**src/rtl/dram_ctl_pkg.sv**
```systemverilog
package dram_ctl_pkg;

  typedef enum logic [3:0] {
    ST_IDLE,
    ST_HROW,
    ST_HRAS,
    ST_HCOL,
    ST_HCAS,
    ST_HPRE,
    ST_RROW,
    ST_RRAS,
    ST_RPRE
  } seq_state_t;

endpackage

```
**src/rtl/dram_refresh_timer.sv**
```systemverilog
module dram_refresh_timer #(
  parameter int unsigned PERIOD_CYC = 250000
) (
  input  logic clk,
  input  logic rst_n,
  input  logic take,
  output logic due
);
  localparam int unsigned CW = (PERIOD_CYC > 2) ? $clog2(PERIOD_CYC) : 1;
  localparam logic [CW-1:0] RELOAD = CW'(PERIOD_CYC - 1);

  logic [CW-1:0] cnt_q, cnt_d;
  logic          due_q, due_d;
  logic          expire;

  assign expire = (cnt_q == '0);

  always_comb begin
    cnt_d = expire ? RELOAD : cnt_q - 1'b1;
    due_d = due_q;
    if (take)   due_d = 1'b0;
    if (expire) due_d = 1'b1;
  end

  always_ff @(posedge clk or negedge rst_n) begin
    if (!rst_n) begin
      cnt_q <= RELOAD;
      due_q <= 1'b1;
    end else begin
      cnt_q <= cnt_d;
      due_q <= due_d;
    end
  end

  assign due = due_q;

  // a pending refresh is only dropped when its burst is taken
  assert_due_held_R8: assert property (@(posedge clk) disable iff (!rst_n)
    (due && !take) |=> due);

endmodule

```
**src/rtl/dram_row_counter.sv**
```systemverilog
module dram_row_counter #(
  parameter int unsigned ROW_W = 7
) (
  input  logic             clk,
  input  logic             rst_n,
  input  logic             inc,
  output logic [ROW_W-1:0] row,
  output logic             last
);
  logic [ROW_W-1:0] row_q, row_d;

  always_comb begin
    row_d = row_q;
    if (inc) row_d = row_q + 1'b1;
  end

  always_ff @(posedge clk or negedge rst_n) begin
    if (!rst_n) row_q <= '0;
    else        row_q <= row_d;
  end

  assign row  = row_q;
  assign last = &row_q;

  // refresh rows advance by exactly one per refresh cycle
  assert_row_step_R7: assert property (@(posedge clk) disable iff (!rst_n)
    inc |=> (row == $past(row) + 1'b1));

endmodule

```
**src/rtl/dram_addr_mux.sv**
```systemverilog
module dram_addr_mux #(
  parameter int unsigned ROW_W = 7
) (
  input  logic [ROW_W-1:0] row,
  input  logic [ROW_W-1:0] col,
  input  logic             row_en,
  output logic [ROW_W-1:0] ma
);
  for (genvar b = 0; b < ROW_W; b++) begin : g_bit
    assign ma[b] = row_en ? ~row[b] : ~col[b];
  end
endmodule

```
**src/rtl/dram_seq.sv**
```systemverilog
module dram_seq
  import dram_ctl_pkg::*;
(
  input  logic clk,
  input  logic rst_n,
  input  logic req,
  input  logic wr,
  input  logic ref_due,
  input  logic last_row,
  output logic accept,
  output logic ref_take,
  output logic row_inc,
  output logic refreshing,
  output logic cap_rd,
  output logic ras_n,
  output logic cas_n,
  output logic we_n,
  output logic row_en,
  output logic ack,
  output logic busy
);
  seq_state_t st_q, st_d;

  always_comb begin
    st_d = st_q;
    unique case (st_q)
      ST_IDLE: if (ref_due) st_d = ST_RROW;
               else if (req) st_d = ST_HROW;
      ST_HROW: st_d = ST_HRAS;
      ST_HRAS: st_d = ST_HCOL;
      ST_HCOL: st_d = ST_HCAS;
      ST_HCAS: st_d = ST_HPRE;
      ST_HPRE: st_d = ST_IDLE;
      ST_RROW: st_d = ST_RRAS;
      ST_RRAS: st_d = ST_RPRE;
      ST_RPRE: st_d = last_row ? ST_IDLE : ST_RROW;
      default: st_d = ST_IDLE;
    endcase
  end

  always_ff @(posedge clk or negedge rst_n) begin
    if (!rst_n) st_q <= ST_IDLE;
    else        st_q <= st_d;
  end

  always_comb begin
    accept     = (st_q == ST_IDLE) && !ref_due && req;
    ref_take   = (st_q == ST_IDLE) && ref_due;
    row_inc    = (st_q == ST_RPRE);
    refreshing = (st_q == ST_RROW) || (st_q == ST_RRAS) || (st_q == ST_RPRE);
    cap_rd     = (st_q == ST_HCAS);
    ras_n      = !((st_q == ST_HRAS) || (st_q == ST_HCOL) ||
                   (st_q == ST_HCAS) || (st_q == ST_RRAS));
    cas_n      = !(st_q == ST_HCAS);
    we_n       = !((st_q == ST_HCAS) && wr);
    row_en     = !((st_q == ST_HCOL) || (st_q == ST_HCAS));
    ack        = (st_q == ST_HPRE);
    busy       = (st_q != ST_IDLE);
  end

  assert_cas_inside_ras_R4: assert property (@(posedge clk) disable iff (!rst_n)
    !cas_n |-> !ras_n);
  assert_row_at_ras_R2: assert property (@(posedge clk) disable iff (!rst_n)
    $fell(ras_n) |-> row_en);
  assert_col_at_cas_R3: assert property (@(posedge clk) disable iff (!rst_n)
    $fell(cas_n) |-> !row_en);
  assert_precharge_R6: assert property (@(posedge clk) disable iff (!rst_n)
    $rose(ras_n) |=> ras_n);
  assert_refresh_no_cas_R7: assert property (@(posedge clk) disable iff (!rst_n)
    refreshing |-> cas_n);
  assert_ack_after_cas_R10: assert property (@(posedge clk) disable iff (!rst_n)
    ack |-> $past(!cas_n));

endmodule

```
**src/rtl/dram_refresh_ctl.sv**
```systemverilog
module dram_refresh_ctl #(
  parameter int unsigned CLK_KHZ   = 125000,
  parameter int unsigned PERIOD_US = 2000,
  parameter int unsigned ROW_W     = 7
) (
  input  logic               clk,
  input  logic               rst_n,
  input  logic               host_req,
  input  logic               host_we,
  input  logic [2*ROW_W-1:0] host_addr,
  input  logic               host_wdata,
  output logic               host_rdata,
  output logic               host_ack,
  output logic               host_busy,
  output logic [ROW_W-1:0]   dram_ma,
  output logic               dram_row_en,
  output logic               dram_ras_n,
  output logic               dram_cas_n,
  output logic               dram_we_n,
  output logic               dram_dout,
  input  logic               dram_din
);
  localparam int unsigned ADDR_W     = 2 * ROW_W;
  localparam int unsigned PERIOD_CYC = CLK_KHZ * PERIOD_US / 1000;

  // reset: asserted asynchronously, released on the clock
  logic [1:0] rst_sync_q;
  logic       rst_s;
  always_ff @(posedge clk or negedge rst_n) begin
    if (!rst_n) rst_sync_q <= 2'b00;
    else        rst_sync_q <= {rst_sync_q[0], 1'b1};
  end
  assign rst_s = rst_sync_q[1];

  logic             accept, ref_take, row_inc, refreshing, cap_rd;
  logic             ref_due, last_row;
  logic [ROW_W-1:0] ref_row, row_src;

  logic [ADDR_W-1:0] addr_q, addr_d;
  logic              we_q, we_d, wd_q, wd_d, rd_q, rd_d;

  always_comb begin
    addr_d = addr_q;
    we_d   = we_q;
    wd_d   = wd_q;
    rd_d   = rd_q;
    if (accept) begin
      addr_d = host_addr;
      we_d   = host_we;
      wd_d   = host_wdata;
    end
    if (cap_rd && !we_q) rd_d = dram_din;
  end

  always_ff @(posedge clk or negedge rst_s) begin
    if (!rst_s) begin
      addr_q <= '0;
      we_q   <= 1'b0;
      wd_q   <= 1'b0;
      rd_q   <= 1'b0;
    end else begin
      addr_q <= addr_d;
      we_q   <= we_d;
      wd_q   <= wd_d;
      rd_q   <= rd_d;
    end
  end

  dram_refresh_timer #(.PERIOD_CYC(PERIOD_CYC)) u_timer (
    .clk  (clk),
    .rst_n(rst_s),
    .take (ref_take),
    .due  (ref_due)
  );

  dram_row_counter #(.ROW_W(ROW_W)) u_rows (
    .clk  (clk),
    .rst_n(rst_s),
    .inc  (row_inc),
    .row  (ref_row),
    .last (last_row)
  );

  dram_seq u_seq (
    .clk       (clk),
    .rst_n     (rst_s),
    .req       (host_req),
    .wr        (we_q),
    .ref_due   (ref_due),
    .last_row  (last_row),
    .accept    (accept),
    .ref_take  (ref_take),
    .row_inc   (row_inc),
    .refreshing(refreshing),
    .cap_rd    (cap_rd),
    .ras_n     (dram_ras_n),
    .cas_n     (dram_cas_n),
    .we_n      (dram_we_n),
    .row_en    (dram_row_en),
    .ack       (host_ack),
    .busy      (host_busy)
  );

  assign row_src = refreshing ? ref_row : addr_q[ROW_W-1:0];

  dram_addr_mux #(.ROW_W(ROW_W)) u_mux (
    .row   (row_src),
    .col   (addr_q[ADDR_W-1:ROW_W]),
    .row_en(dram_row_en),
    .ma    (dram_ma)
  );

  assign host_rdata = rd_q;
  assign dram_dout  = wd_q;

  // write enable only falls together with the column strobe
  assert_we_in_cas_R5: assert property (@(posedge clk) disable iff (!rst_s)
    !dram_we_n |-> !dram_cas_n);

endmodule

```
**config.mk**
```make
export PLATFORM = sky130hd
export DESIGN_NAME = dram_refresh_ctl
export DESIGN_NICKNAME = d
export VERILOG_FILES = /design/src/rtl/dram_ctl_pkg.sv /design/src/rtl/dram_refresh_timer.sv /design/src/rtl/dram_row_counter.sv /design/src/rtl/dram_addr_mux.sv /design/src/rtl/dram_seq.sv /design/src/rtl/dram_refresh_ctl.sv
export SDC_FILE = /design/constraint.sdc
export NUM_CORES = 1
export LEC_CHECK = 0
export CAP_MARGIN = 30
export CORE_ASPECT_RATIO = 1.1
export CORE_MARGIN = 2
export CORE_UTILIZATION = 25
export DETAILED_ROUTE_END_ITERATION = 16
export GPL_TIMING_DRIVEN = 0
export PLACE_DENSITY = 0.5
export SLEW_MARGIN = 20
export SYNTH_ARGS = -nofsm -noshare
export SYNTH_HDL_FRONTEND = slang
export SYNTH_SLANG_ARGS = --single-unit
```
**constraint.sdc**
```tcl
create_clock -name clk -period 4.8 [get_ports clk]
set_clock_uncertainty 0.1 [all_clocks]
set_input_delay 1.2 -clock clk [delete_from_list [all_inputs] [get_ports clk]]
set_output_delay 1.2 -clock clk [all_outputs]
set_load 0.02 [all_outputs]
```
==> flow_metrics.tcl <==
set metrics [dict create \
    p_clk_share_pct 34.4 \
    antenna_left 0 \
    synth_edf_count 0 \
    relSlewSlack_pct 44.9 \
    drc 0 \
    slew_viol_final 0 \
    rsz0062_at_grt "no" \
    vias 1551 \
    p_int_mw 0.547 \
    drt_wl_total_mm 4.50 \
    status "complete, no violations" \
    cts_root_buf "clkbuf_8" \
    cap_viol_max_count 0 \
    grt_usage_pct 9.97 \
    clk_pin_slew_ns 0.09 \
    crit_path_max_fanout 10 \
    max_freq_mhz 226 \
    synth_area_mm2 0.00228 \
    ys_async_sr_fraction_pct 100 \
    crit_required_ns 3.50 \
    start_util_pct 25.7 \
    area_growth_pct 26.1 \
    antenna_found_initial 0 \
    cellPowerDensity_mw_per_mm2 244 \
    pwr-share-seq_pct 61.1 \
    die_h_um 104 \
    clock_path_buffers 2 \
    wire_per_inst_um 12.9 \
    gp_congestion 0.787 \
    synthCells 192 \
    yosysUniqueCellTypes 41 \
    end_kind "output pin" \
    final_cell_mix "dfrtp_1, clkdlybuf4s50_1, mux2_2" \
    path_class "flop to output pin" \
    grt_first_pass_wirelength_mm 7.69 \
    post-cts-setup-buffers 0 \
    yosysWarningCount 0 \
    antenna_cells 0 \
    seq_area_frac_synth_pct 54.3 \
    cts_hold_buf 0 \
    leakagePower_nw 1.26 \
    grt-ovfl-total 0 \
    p_sw_share_pct 22.1 \
    nNetsFinal 256 \
    dp_hpwl_mm 3.17 \
    tritoncts "built" \
    synth_ff_type "dfrtp_1" \
    pre_cts_ws_ns 0.523 \
    final-hold-violation-count 0 \
    fin_ws_ns 0.373 \
    portBuffers 34 \
    die_area_mm2 0.00992 \
    vdd_drop_max_mv 0.0820 \
    reg2reg_setup_slack_ns 2.22 \
    firstDrtPassIters 4 \
    die_w_um 95.2 \
    worstMarginPinSlew_ns 0.825 \
    htreeDepth 2 \
    drive_above_1_share_pct 23.0 \
    grt_start_max_net_pins 26 \
    final_common_cell "dfrtp_1" \
    synth_seq_cells 49 \
    min_period_ns 4.43 \
    core_mm2 0.00887 \
    syn_avg_cell_area_um2 11.9 \
    num_io_pins 35 \
    clk_latency_ns 0.30 \
    p_comb_share_pct 4.5 \
    grt_pass1_vias 1557 \
    post_cts_resize_count 0 \
    clock_sinks 49 \
    row_count 36 \
    hold_class "flop to async pin" \
    startpoint_type "flop" \
    cts_buffers 5 \
    route.detailed.vias_per_inst 4.44 \
    drt_iter0_drc 71 \
    final-setup-viol-count 0 \
    finalCritPeriodShare_pct 92.2 \
    switchingPower_mw 0.155 \
    fin_tns_setup_ns 0 \
    syn_nets 214 \
    crit_arrival_ns 3.13 \
]
## critical path, stage by stage (launching register included)
cell             delay, ns
dfrtp_1               0.36
clkbuf_1              0.22
nor4b_4               0.59
o21bai_1              0.46
mux2_2                0.42
mux2i_1               0.13
clkdlybuf4s50_1       0.64
## metal layers
layer | global-route usage, % | wire [µm] | share of wire [%]
met1 | 14.2 | 2190 | 49
met2 | 14.3 | 2030 | 45
met3 | 2.25 | 172 | 3.8
met4 | 4.35 | 98 | 2.2
met5 | 0 | 0 | 0
## worst paths after layout
path                                             from                          end  cells after the start
setup / recovery            u_seq.st_q[1]$_DFFE_PN0P_                   dram_ma[6]                      6
min in group clk              rst_sync_q[0]$_DFF_PN0_      rst_sync_q[1]$_DFF_PN0_                      0
max in group asynchronous                       rst_n      rst_sync_q[1]$_DFF_PN0_                      1
setup reg to reg           u_timer.cnt_q[0]$_DFF_PN1_  u_timer.cnt_q[13]$_DFF_PN0_                      6
hold reg to reg               rst_sync_q[1]$_DFF_PN0_             we_q$_DFFE_PN0P_                      0
hold / removal                rst_sync_q[1]$_DFF_PN0_             we_q$_DFFE_PN0P_                      0
## Yosys cell counts, drive strengths merged, types with 3 or more instances
cell    n  area, µm²
dfrtp  38        951
mux2   25        282
nor2   17       63.8
nand2  13       48.8
dfstp  11        289
xnor2  11       96.3
mux2i   7       70.1
inv     6       22.5
nor4    6       37.5
xor2    6       52.6
a21oi   4       20.0
or4     4       30.0
buf     3       15.0
nand3   3       15.0
nor3    3       20.0
o21ai   3       15.0
## flip-flops by register name, summed over array words and instances, names as in the netlist
name	flops
host_rdata	1
rst_sync_q	2
addr_q	14
we_q	1
u_timer.cnt_q	18
u_seq.st_q	4
u_rows.row	7
dram_dout	1
u_timer.due	1
## logic make-up (layout without fill, tap and decap cells)
group	after synthesis	in the layout	share of synthesized area, %
AO/OA/AOI/OAI	19	19	5.70
other	1	1	0.164
adder cells (fa/ha/maj)	2	2	1.10
AND/OR/NAND/NOR	61	61	14.9
flip-flops	49	49	54.3
buffers and inverters	11	54	1.97
XOR/XNOR	17	17	6.52
multiplexers	32	32	15.4
## layout make-up
| cell class | instances | area [µm²] |
|---|---|---|
| Buffer | 5 | 22.5 |
| Sequential cell | 49 | 1240 |
| Fill cell | 901 | 5990 |
| Multi-Input combinational cell | 132 | 1010 |
| Timing Repair Buffer | 35 | 360 |
| Tap cell | 114 | 143 |
| Clock inverter | 1 | 7.51 |
| Inverter | 6 | 22.5 |
| Clock buffer | 7 | 76.3 |
## through the flow
step	hold slack (ns)	area, µm²	instances	util (%)	power (mW)
2_1_floorplan	0.231	2280	192	-	0.445
3_3_place_gp	0.238	2770	340	31.2	0.467
3_5_place_dp	0.185	2790	341	31.4	0.470
4_1_cts	0.195	2870	349	32.4	0.716
5_1_grt	0.228	2880	349	32.5	0.739
6_report	0.169	2880	349	32.5	0.702
## power groups by stage
| stage | sequential (mW) | combinational [mW] | clock, mW |
|---|---|---|---|
| 2_1_floorplan | 0.438 | 0.00691 | 0 |
| 3_3_place_gp | 0.441 | 0.0264 | 0 |
| 3_5_place_dp | 0.437 | 0.0325 | 0 |
| 4_1_cts | 0.429 | 0.0326 | 0.254 |
| 5_1_grt | 0.431 | 0.0349 | 0.273 |
| 6_report | 0.429 | 0.0317 | 0.242 |
Power figures use the tool's default switching activity.
